[src/rtl/ahbpb_pkg.sv]
package ahbpb_pkg;

    typedef enum logic [2:0] {
        ST_IDLE,
        ST_SETUP,
        ST_ACCESS,
        ST_ERR,
        ST_DONE
    } bridge_state_e;

    localparam logic [1:0] HT_IDLE   = 2'b00;
    localparam logic [1:0] HT_BUSY   = 2'b01;
    localparam logic [1:0] HT_NONSEQ = 2'b10;
    localparam logic [1:0] HT_SEQ    = 2'b11;

endpackage

[src/rtl/ahbpb_ctrl.sv]
module ahbpb_ctrl
    import ahbpb_pkg::*;
#(
    parameter int ADDR_W = 16
) (
    input  logic              clk,
    input  logic              rst_n,
    input  logic              ahb_sel,
    input  logic              ahb_ready_in,
    input  logic [1:0]        ahb_trans,
    input  logic [ADDR_W-1:0] ahb_addr,
    input  logic              ahb_write,
    input  logic [2:0]        ahb_size,
    input  logic              dn_ready,
    input  logic              dn_err,
    output logic [ADDR_W-1:0] addr_q,
    output logic              write_q,
    output logic [2:0]        size_q,
    output logic              ready_out,
    output logic              resp_err,
    output logic              sel,
    output logic              en,
    output logic              in_setup,
    output logic              rd_capture
);

    typedef struct packed {
        bridge_state_e     st;
        logic [ADDR_W-1:0] addr;
        logic              wr;
        logic [2:0]        sz;
        logic              err;
    } ctrl_t;

    localparam ctrl_t CTRL_RST = '{ST_IDLE, '0, 1'b0, 3'b000, 1'b0};

    ctrl_t ctrl_d, ctrl_q;
    logic  free, real_xfer, take;

    // The bridge may take a new address phase only while the data phase is not held
    assign free      = (ctrl_q.st == ST_IDLE) || (ctrl_q.st == ST_DONE);
    assign real_xfer = (ahb_trans == HT_NONSEQ) || (ahb_trans == HT_SEQ);
    assign take      = ahb_sel && ahb_ready_in && free && real_xfer;

    always_comb begin
        ctrl_d = ctrl_q;
        case (ctrl_q.st)
            ST_IDLE, ST_DONE: begin
                ctrl_d.err = 1'b0;
                ctrl_d.st  = ST_IDLE;
                if (take) begin
                    ctrl_d.st   = ST_SETUP;
                    ctrl_d.addr = ahb_addr;
                    ctrl_d.wr   = ahb_write;
                    ctrl_d.sz   = ahb_size;
                end
            end
            ST_SETUP: begin
                ctrl_d.st = ST_ACCESS;
            end
            ST_ACCESS: begin
                if (dn_ready) begin
                    ctrl_d.err = dn_err;
                    ctrl_d.st  = dn_err ? ST_ERR : ST_DONE;
                end
            end
            ST_ERR: begin
                ctrl_d.st = ST_DONE;
            end
            default: begin
                ctrl_d.st = ST_IDLE;
            end
        endcase
    end

    always_ff @(posedge clk or negedge rst_n) begin
        if (!rst_n) begin
            ctrl_q <= CTRL_RST;
        end else begin
            ctrl_q <= ctrl_d;
        end
    end

    assign addr_q     = ctrl_q.addr;
    assign write_q    = ctrl_q.wr;
    assign size_q     = ctrl_q.sz;
    assign ready_out  = free;
    assign resp_err   = (ctrl_q.st == ST_ERR) || ((ctrl_q.st == ST_DONE) && ctrl_q.err);
    assign sel        = (ctrl_q.st == ST_SETUP) || (ctrl_q.st == ST_ACCESS);
    assign en         = (ctrl_q.st == ST_ACCESS);
    assign in_setup   = (ctrl_q.st == ST_SETUP);
    assign rd_capture = (ctrl_q.st == ST_ACCESS) && dn_ready;

endmodule

[src/rtl/ahbpb_data.sv]
module ahbpb_data #(
    parameter int DATA_W = 32
) (
    input  logic              clk,
    input  logic              rst_n,
    input  logic              in_setup,
    input  logic              rd_capture,
    input  logic [DATA_W-1:0] ahb_wdata,
    input  logic [DATA_W-1:0] dn_rdata,
    output logic [DATA_W-1:0] dn_wdata,
    output logic [DATA_W-1:0] rdata_q
);

    typedef struct packed {
        logic [DATA_W-1:0] wd;
        logic [DATA_W-1:0] rd;
    } dat_t;

    dat_t dat_d, dat_q;

    always_comb begin
        dat_d = dat_q;
        // Write data is only valid in the data phase: the setup cycle is its first cycle
        if (in_setup) begin
            dat_d.wd = ahb_wdata;
        end
        if (rd_capture) begin
            dat_d.rd = dn_rdata;
        end
    end

    always_ff @(posedge clk or negedge rst_n) begin
        if (!rst_n) begin
            dat_q <= '0;
        end else begin
            dat_q <= dat_d;
        end
    end

    // In setup the held bus value is passed through; afterwards the register keeps it
    assign dn_wdata = in_setup ? ahb_wdata : dat_q.wd;
    assign rdata_q  = dat_q.rd;

endmodule

[src/rtl/ahb_periph_bridge.sv]
module ahb_periph_bridge #(
    parameter int ADDR_W = 16,
    parameter int DATA_W = 32
) (
    input  logic              clk,
    input  logic              rst_n,
    input  logic              ahb_sel,
    input  logic              ahb_ready_in,
    input  logic [1:0]        ahb_trans,
    input  logic [ADDR_W-1:0] ahb_addr,
    input  logic              ahb_write,
    input  logic [2:0]        ahb_size,
    input  logic [DATA_W-1:0] ahb_wdata,
    output logic [DATA_W-1:0] ahb_rdata,
    output logic              ahb_ready_out,
    output logic              ahb_resp,
    output logic              dn_sel,
    output logic              dn_en,
    output logic              dn_write,
    output logic [ADDR_W-1:0] dn_addr,
    output logic [2:0]        dn_size,
    output logic [DATA_W-1:0] dn_wdata,
    input  logic [DATA_W-1:0] dn_rdata,
    input  logic              dn_ready,
    input  logic              dn_err
);

    logic in_setup;
    logic rd_capture;

    ahbpb_ctrl #(
        .ADDR_W (ADDR_W)
    ) u_ctrl (
        .clk          (clk),
        .rst_n        (rst_n),
        .ahb_sel      (ahb_sel),
        .ahb_ready_in (ahb_ready_in),
        .ahb_trans    (ahb_trans),
        .ahb_addr     (ahb_addr),
        .ahb_write    (ahb_write),
        .ahb_size     (ahb_size),
        .dn_ready     (dn_ready),
        .dn_err       (dn_err),
        .addr_q       (dn_addr),
        .write_q      (dn_write),
        .size_q       (dn_size),
        .ready_out    (ahb_ready_out),
        .resp_err     (ahb_resp),
        .sel          (dn_sel),
        .en           (dn_en),
        .in_setup     (in_setup),
        .rd_capture   (rd_capture)
    );

    ahbpb_data #(
        .DATA_W (DATA_W)
    ) u_data (
        .clk        (clk),
        .rst_n      (rst_n),
        .in_setup   (in_setup),
        .rd_capture (rd_capture),
        .ahb_wdata  (ahb_wdata),
        .dn_rdata   (dn_rdata),
        .dn_wdata   (dn_wdata),
        .rdata_q    (ahb_rdata)
    );

endmodule

[config.mk]
export PLATFORM = sky130hd
export DESIGN_NAME = ahb_periph_bridge
export DESIGN_NICKNAME = d
export VERILOG_FILES = /design/src/rtl/ahbpb_pkg.sv /design/src/rtl/ahbpb_ctrl.sv /design/src/rtl/ahbpb_data.sv /design/src/rtl/ahb_periph_bridge.sv
export SDC_FILE = /design/constraint.sdc
export NUM_CORES = 1
export LEC_CHECK = 0
export BUFFER_PORTS_ARGS = -buffer_cell sky130_fd_sc_hd__buf_2
export CAP_MARGIN = 20
export CORE_UTILIZATION = 46
export CTS_CLUSTER_SIZE = 16
export DETAILED_ROUTE_END_ITERATION = 8
export MAX_ROUTING_LAYER = met4
export PLACE_DENSITY = 0.8
export SYNTH_ARGS = -nofsm -noshare
export SYNTH_HDL_FRONTEND = slang
export SYNTH_SLANG_ARGS = --single-unit
[constraint.sdc]
create_clock -name clk -period 2 [get_ports clk]
set_input_delay 0.2 -clock clk [delete_from_list [all_inputs] [get_ports clk]]
set_output_delay 0.2 -clock clk [all_outputs]
set_load 0.1 [all_outputs]
==> results of run 1 <==
flip-flops by register name (all words and copies together), names as in the netlist:
signal,flops
u_data.dat_q,32
u_data.rdata_q,32
u_ctrl.addr_q,16
u_ctrl.ctrl_q,4
u_ctrl.size_q,3
u_ctrl.write_q,1
final timing paths:
check / startpoint / to / slack, ps
worst max-delay path: u_ctrl.ctrl_q[22]$_DFFE_PN0P_ / dn_wdata[2] / 0.5
worst min-delay path: dn_rdata[2] / u_data.rdata_q[2]$_DFFE_PN0P_ / 90
worst max register to register: u_ctrl.ctrl_q[21]$_DFFE_PN0P_ / u_data.rdata_q[17]$_DFFE_PN0P_ / 150
worst min register to register: u_data.rdata_q[5]$_DFFE_PN0P_ / u_data.rdata_q[5]$_DFFE_PN0P_ / 500
max in group asynchronous: rst_n / u_ctrl.addr_q[10]$_DFFE_PN0P_ / 940
min in group asynchronous: rst_n / u_data.dat_q[61]$_DFF_PN0_ / 410
critical path: stages, from the launching register on:
cell and delay [ps]:
dfrtp_2 420, nor3b_4 240, buf_6 150, clkbuf_16 160, mux2_4 330, buf_12 170
metrics by stage:
step           instances  area [um2]  setup TNS (ps)  worst slack (ps)  hold slack, ps
2_1_floorplan        250        3730           -5.61             -2.81           -95.6
3_3_place_gp         475        4880               0               263             246
3_5_place_dp         475        4880               0               215             249
4_1_cts              498        5130            -961             -39.7            74.6
5_1_grt              501        5320           -2170             -83.1            74.0
6_report             501        5320               0             0.542            86.8
synthesized netlist by cell type, drive strengths merged:
master,number
buf,60
nand2b,3
inv,1
nor4bb,1
nand4,1
nor2,3
nand2,2
nor3b,1
o21ai,2
mux2,84
nor2b,2
dfrtp,88
a32o,1
o21bai,1
repair_timing:
action | 4_1_cts | 5_1_grt
pin swaps | 1 | 1
hold buffers | 1 | 0
resized for setup | 5 | 34
cloned | 1 | 2
buffers inserted | 5 | 1
endpoints found under the hold margin | 45 | 0
setup endpoints to repair | 32 | 32
final cells by class:
class                   count  area (um2)  share of cell area
multi-input cells         101        1200               0.226
inverters                   1        3.75            0.000706
flip-flops and latches     88        2200               0.415
repair buffers            193        1600               0.302
clock inverters             4        30.0             0.00565
clock buffers              12         145              0.0273
well taps                 102         128              0.0240
routing by layer:
metal | track usage | vias to the layer above | part of all wire
met1 | 0.204 | 1119 | 0.40
met2 | 0.313 | 101 | 0.53
met3 | 0.0381 | 9 | 0.053
met4 | 0.0625 | 0 | 0.013
met5 | - | - | 0
li1 | - | 1089 | -
kinds of logic (layout without fill, tap and decap cells):
family / count (synthesis) / after routing / share of synthesized area
flip-flops: 88 / 88 / 0.592
multiplexers: 84 / 84 / 0.254
buffers and inverters: 61 / 210 / 0.123
AND/OR/NAND/NOR: 13 / 13 / 0.0229
AO/OA/AOI/OAI: 4 / 4 / 0.00740
==> impl_results.md, run 1 <==
- Result of the run: complete, no violations
- Fill count: 580
- FP Rows: 32
- Cells on Worst Hold Path: 2
- Iter 0 DRT Violations: 42
- Post-Route Skew: 15.5 ps
- Post-synthesis register bit count: 88
- Total CTS buffers: 9
- Synth area leader: dfrtp_1
- Util after Layout: 0.685
- Max Fanout on Critical Path: 8
- Commonest cells after routing, fill and taps aside: 144 x buf_2, 86 x dfrtp_1, 52 x mux2_2
- Most common cell after layout, fill and taps aside: buf_2
- Clock transition at the registers of the reported paths: 90 ps
- Vias: 2,318
- Critical setup path kind: register to output port
- Vias in the first global route: 2,482
- Antenna-violating nets left: 0
- Nets@finish: 486
- WP data arrival: 1800 ps
- Post-Syn Area per Cell: 14.9 um2
- Ys Warns: 0
- Clock sink count: 88
- First-pass GRT wire length: 11,400 um
- Reg2Reg Depth: 5
- CTS Root Cell: clkbuf_8
- Synth cell types: 17
- Core ar.: 7770 um2
- Final min period: 2000 ps
- Post-Syn Instances: 250
- Clk buf depth: 2
- DR pass1 iterations: 4
- DRC violations left: 0
- DIE AREA: 8450 um2
- ANT cells: 0
- Synthesized Nets: 342
- Die H: 91.9 um
- Slew headroom: 0.598
- Max-slew violations: 0
- Period utilization: 1.00
- Routed WL: 7830 um
- Layout cells sized above 1: 0.742
- RSZ-0062 raised after global routing: yes
- Pin count of the biggest net entering global routing: 47
- Count of final setup violators: 0
- Crit end category: output port
- Gr usage total: 0.179
- Clk_lat worst skew: 340 ps
- Max_cap viols: 0
- Initial antenna violation count: 0
- Total gr overflow: 0
- Dominant cells by area after synthesis: dfrtp_1 59%, mux2_2 25%, buf_4 11%
- Initial core utilization: 0.479
- Worst Tran Pin Value: 603 ps
- Drt wl/cell: 15.6 um
- DP Wirelength: 5520 um
- Area Overhead vs Synth: 43.0%
- Final Hold Vio Count: 0
- Die W: 91.9 um
- Fmax: 500 MHz
- Synth top area share: 0.592
- Req. time, crit path: 1800 ps
- Sequential share of the synthesized area: 0.592
- Hold WC Path Type: primary input to register
- CTS tree: built
- Global placement routability congestion: 0.758
- I/O pins: 180
- Crit path launch type: register
- Port Buf Inserts: 178
- Vias/cell: 4.63
- Synthesized area: 3720 um2
- CTS H-tree depth: 3
Power of run 1 is not shown: default switching activity piles up to over one toggle a cycle in this logic, so the estimate is an artifact.
==> run 2, diff against run 1 <==
--- a/config.mk
+++ b/config.mk
@@ -8,6 +8,7 @@
 export BUFFER_PORTS_ARGS = -buffer_cell sky130_fd_sc_hd__buf_2
 export CAP_MARGIN = 20
 export CORE_UTILIZATION = 46
+export CTS_BUF_LIST = sky130_fd_sc_hd__clkbuf_4 sky130_fd_sc_hd__clkbuf_8 sky130_fd_sc_hd__clkbuf_16
 export CTS_CLUSTER_SIZE = 16
 export DETAILED_ROUTE_END_ITERATION = 8
 export MAX_ROUTING_LAYER = met4
==> run 2 against run 1 <==
Via count stayed put. Sequential cell count stayed put. First-iteration DRC count is 17% higher. Global-route usage hardly changed. Setup slack better by 0.85 ps. Final area is 0.14% higher. Non-clock buffer count stayed put. Critical endpoint unchanged. Largest cell class unchanged.
==> impl_results.md, run 2 (same netlist as run 1, synthesis figures left out) <==
- Result of the run: complete, no violations
- Iter 0 DRT Violations: 49 (+17%)
- Fmax: 500 MHz (about the same)
- Worst Tran Pin Value: 604 ps (+0.453 ps)
- Req. time, crit path: 1800 ps (about the same)
- DP Wirelength: 5520 um (unchanged)
- Vias/cell: 4.63 (unchanged)
- Max_cap viols: 0 (unchanged)
- CTS Root Cell: clkbuf_8
- Critical Path Slowest Stage Cell: dfrtp_2
- Area Overhead vs Synth: 43.2%
- Core ar.: 7770 um2 (unchanged)
- RSZ-0062 raised after global routing: yes
- Die W: 91.9 um (unchanged)
- CTS tree: built
- Sequential cell area: 2200 um2 (unchanged)
- Vias in the first global route: 2,480 (-0.081%)
- Antenna-violating nets left: 0 (unchanged)
- Die H: 91.9 um (unchanged)
- Max Fanout on Critical Path: 8 (unchanged)
- Total CTS buffers: 9 (unchanged)
- I/O pins: 180 (unchanged)
- Fill count: 582 (+0.34%)
- Max-slew violations: 0 (unchanged)
- Hold slack: 86.9 ps (+0.0965 ps)
- Setup TNS: 0 ps (unchanged)
- Clock sink count: 88 (unchanged)
- Multi-input gate area: 1200 um2 (unchanged)
- Clk_lat worst skew: 340 ps (about the same)
- DR pass1 iterations: 4 (unchanged)
- Port Buf Inserts: 178 (unchanged)
- Clk buf depth: 2 (unchanged)
- Routed WL: 7820 um (-0.11%)
- CP Cell Sequence: nor3b_4, buf_6, clkbuf_16, mux2_4, buf_12
- Crit end category: output port
- First-pass GRT wire length: 11,400 um (about the same)
- Longest individual stage delay on the worst path: 420 ps (about the same)
- ANT cells: 0 (unchanged)
- FP Rows: 32 (unchanged)
- Crit path launch type: register
- WP data arrival: 1800 ps (about the same)
- Initial antenna violation count: 0 (unchanged)
- Global placement routability congestion: 0.758 (unchanged)
- Period utilization: 0.999 (about the same)
- Count of final setup violators: 0 (unchanged)
- DIE AREA: 8450 um2 (unchanged)
- Total gr overflow: 0 (unchanged)
- DRC violations left: 0 (unchanged)
- Pin count of the biggest net entering global routing: 47 (unchanged)
- Drt wl/cell: 15.6 um (-0.11%)
- Vias: 2,318 (unchanged)
- Hold WC Path Type: primary input to register
- Gr usage total: 0.179 (-0.000185)
- CTS H-tree depth: 3 (unchanged)
- Most common cell after layout, fill and taps aside: buf_2
- Initial core utilization: 0.479 (unchanged)
- Nets@finish: 486 (unchanged)
- Final Hold Vio Count: 0 (unchanged)
- Slew headroom: 0.598 (about the same)
- Post-Route Skew: 15.9 ps (+0.431 ps)
- Clock transition at the registers of the reported paths: 90 ps (about the same)
- Commonest cells after routing, fill and taps aside: 144 x buf_2, 86 x dfrtp_1, 52 x mux2_2
- Util after Layout: 0.686 (+0.000966)
- Final min period: 2000 ps (-0.846 ps)
- Critical setup path kind: register to output port
- Layout cells sized above 1: 0.747 (+0.00501)
-- run 2: changes by cell type in the layout (fill, tap and decap cells not counted) --
cell / delta
clkbuf_1: -2
clkbuf_4: +2
-- run 2: final timing paths --
kind                                          startpoint                        endpoint  slack (ps)  depth (start not counted)
min in group asynchronous                          rst_n      u_data.dat_q[61]$_DFF_PN0_         410                          2
hold reg to reg            u_data.rdata_q[5]$_DFFE_PN0P_   u_data.rdata_q[5]$_DFFE_PN0P_         500                          1
hold / removal                               dn_rdata[2]   u_data.rdata_q[2]$_DFFE_PN0P_          90                          2
setup reg to reg           u_ctrl.ctrl_q[21]$_DFFE_PN0P_  u_data.rdata_q[17]$_DFFE_PN0P_         150                          5
max in group asynchronous                          rst_n   u_ctrl.addr_q[10]$_DFFE_PN0P_         940                          3
setup / recovery           u_ctrl.ctrl_q[22]$_DFFE_PN0P_                     dn_wdata[2]           1                          5
-- run 2: worst max-delay path, delay by kind of cell, from the launching register on --
family | cells | cell delay, ps
buffers and inverters | 3 | 480
multiplexers | 1 | 330
AND/OR/NAND/NOR | 1 | 240
flip-flops | 1 | 420
-- run 2: final cells by class --
cell class	count	share of cell area
clock buffer	12	0.0287
multi-input combinational	101	0.226
sequential	88	0.414
clock inverter	4	0.00564
timing repair buffer	193	0.301
tap	102	0.0240
inverter	1	0.000705
-- run 2: stage by stage --
stage	setup WS, ps	instance area, um2	instances
final	1.39	5330	501
after global routing	-82.8	5330	501
after CTS	-39.3	5140	498
after detailed placement	215	4880	475
after global placement	263	4880	475
after floorplan	-2.81	3730	250
-- run 2: metal layers --
metal / wire (um) / global-route usage / vias up
met2: 4140 / 0.312 / 101
met5: 0 / - / -
met1: 3170 / 0.204 / 1118
li1: - / - / 1090
met4: 102 / 0.0625 / 0
met3: 414 / 0.0381 / 9
-- run 2: what timing repair did --
action	in CTS	in global routing
gates resized for setup	5	34
cloned	1	2
setup buffers	5	1
endpoints found under the setup margin	32	32
hold buffers	1	0
hold endpoints to repair	45	0
pin swaps	1	1
Power of run 2 is left out for the same reason.
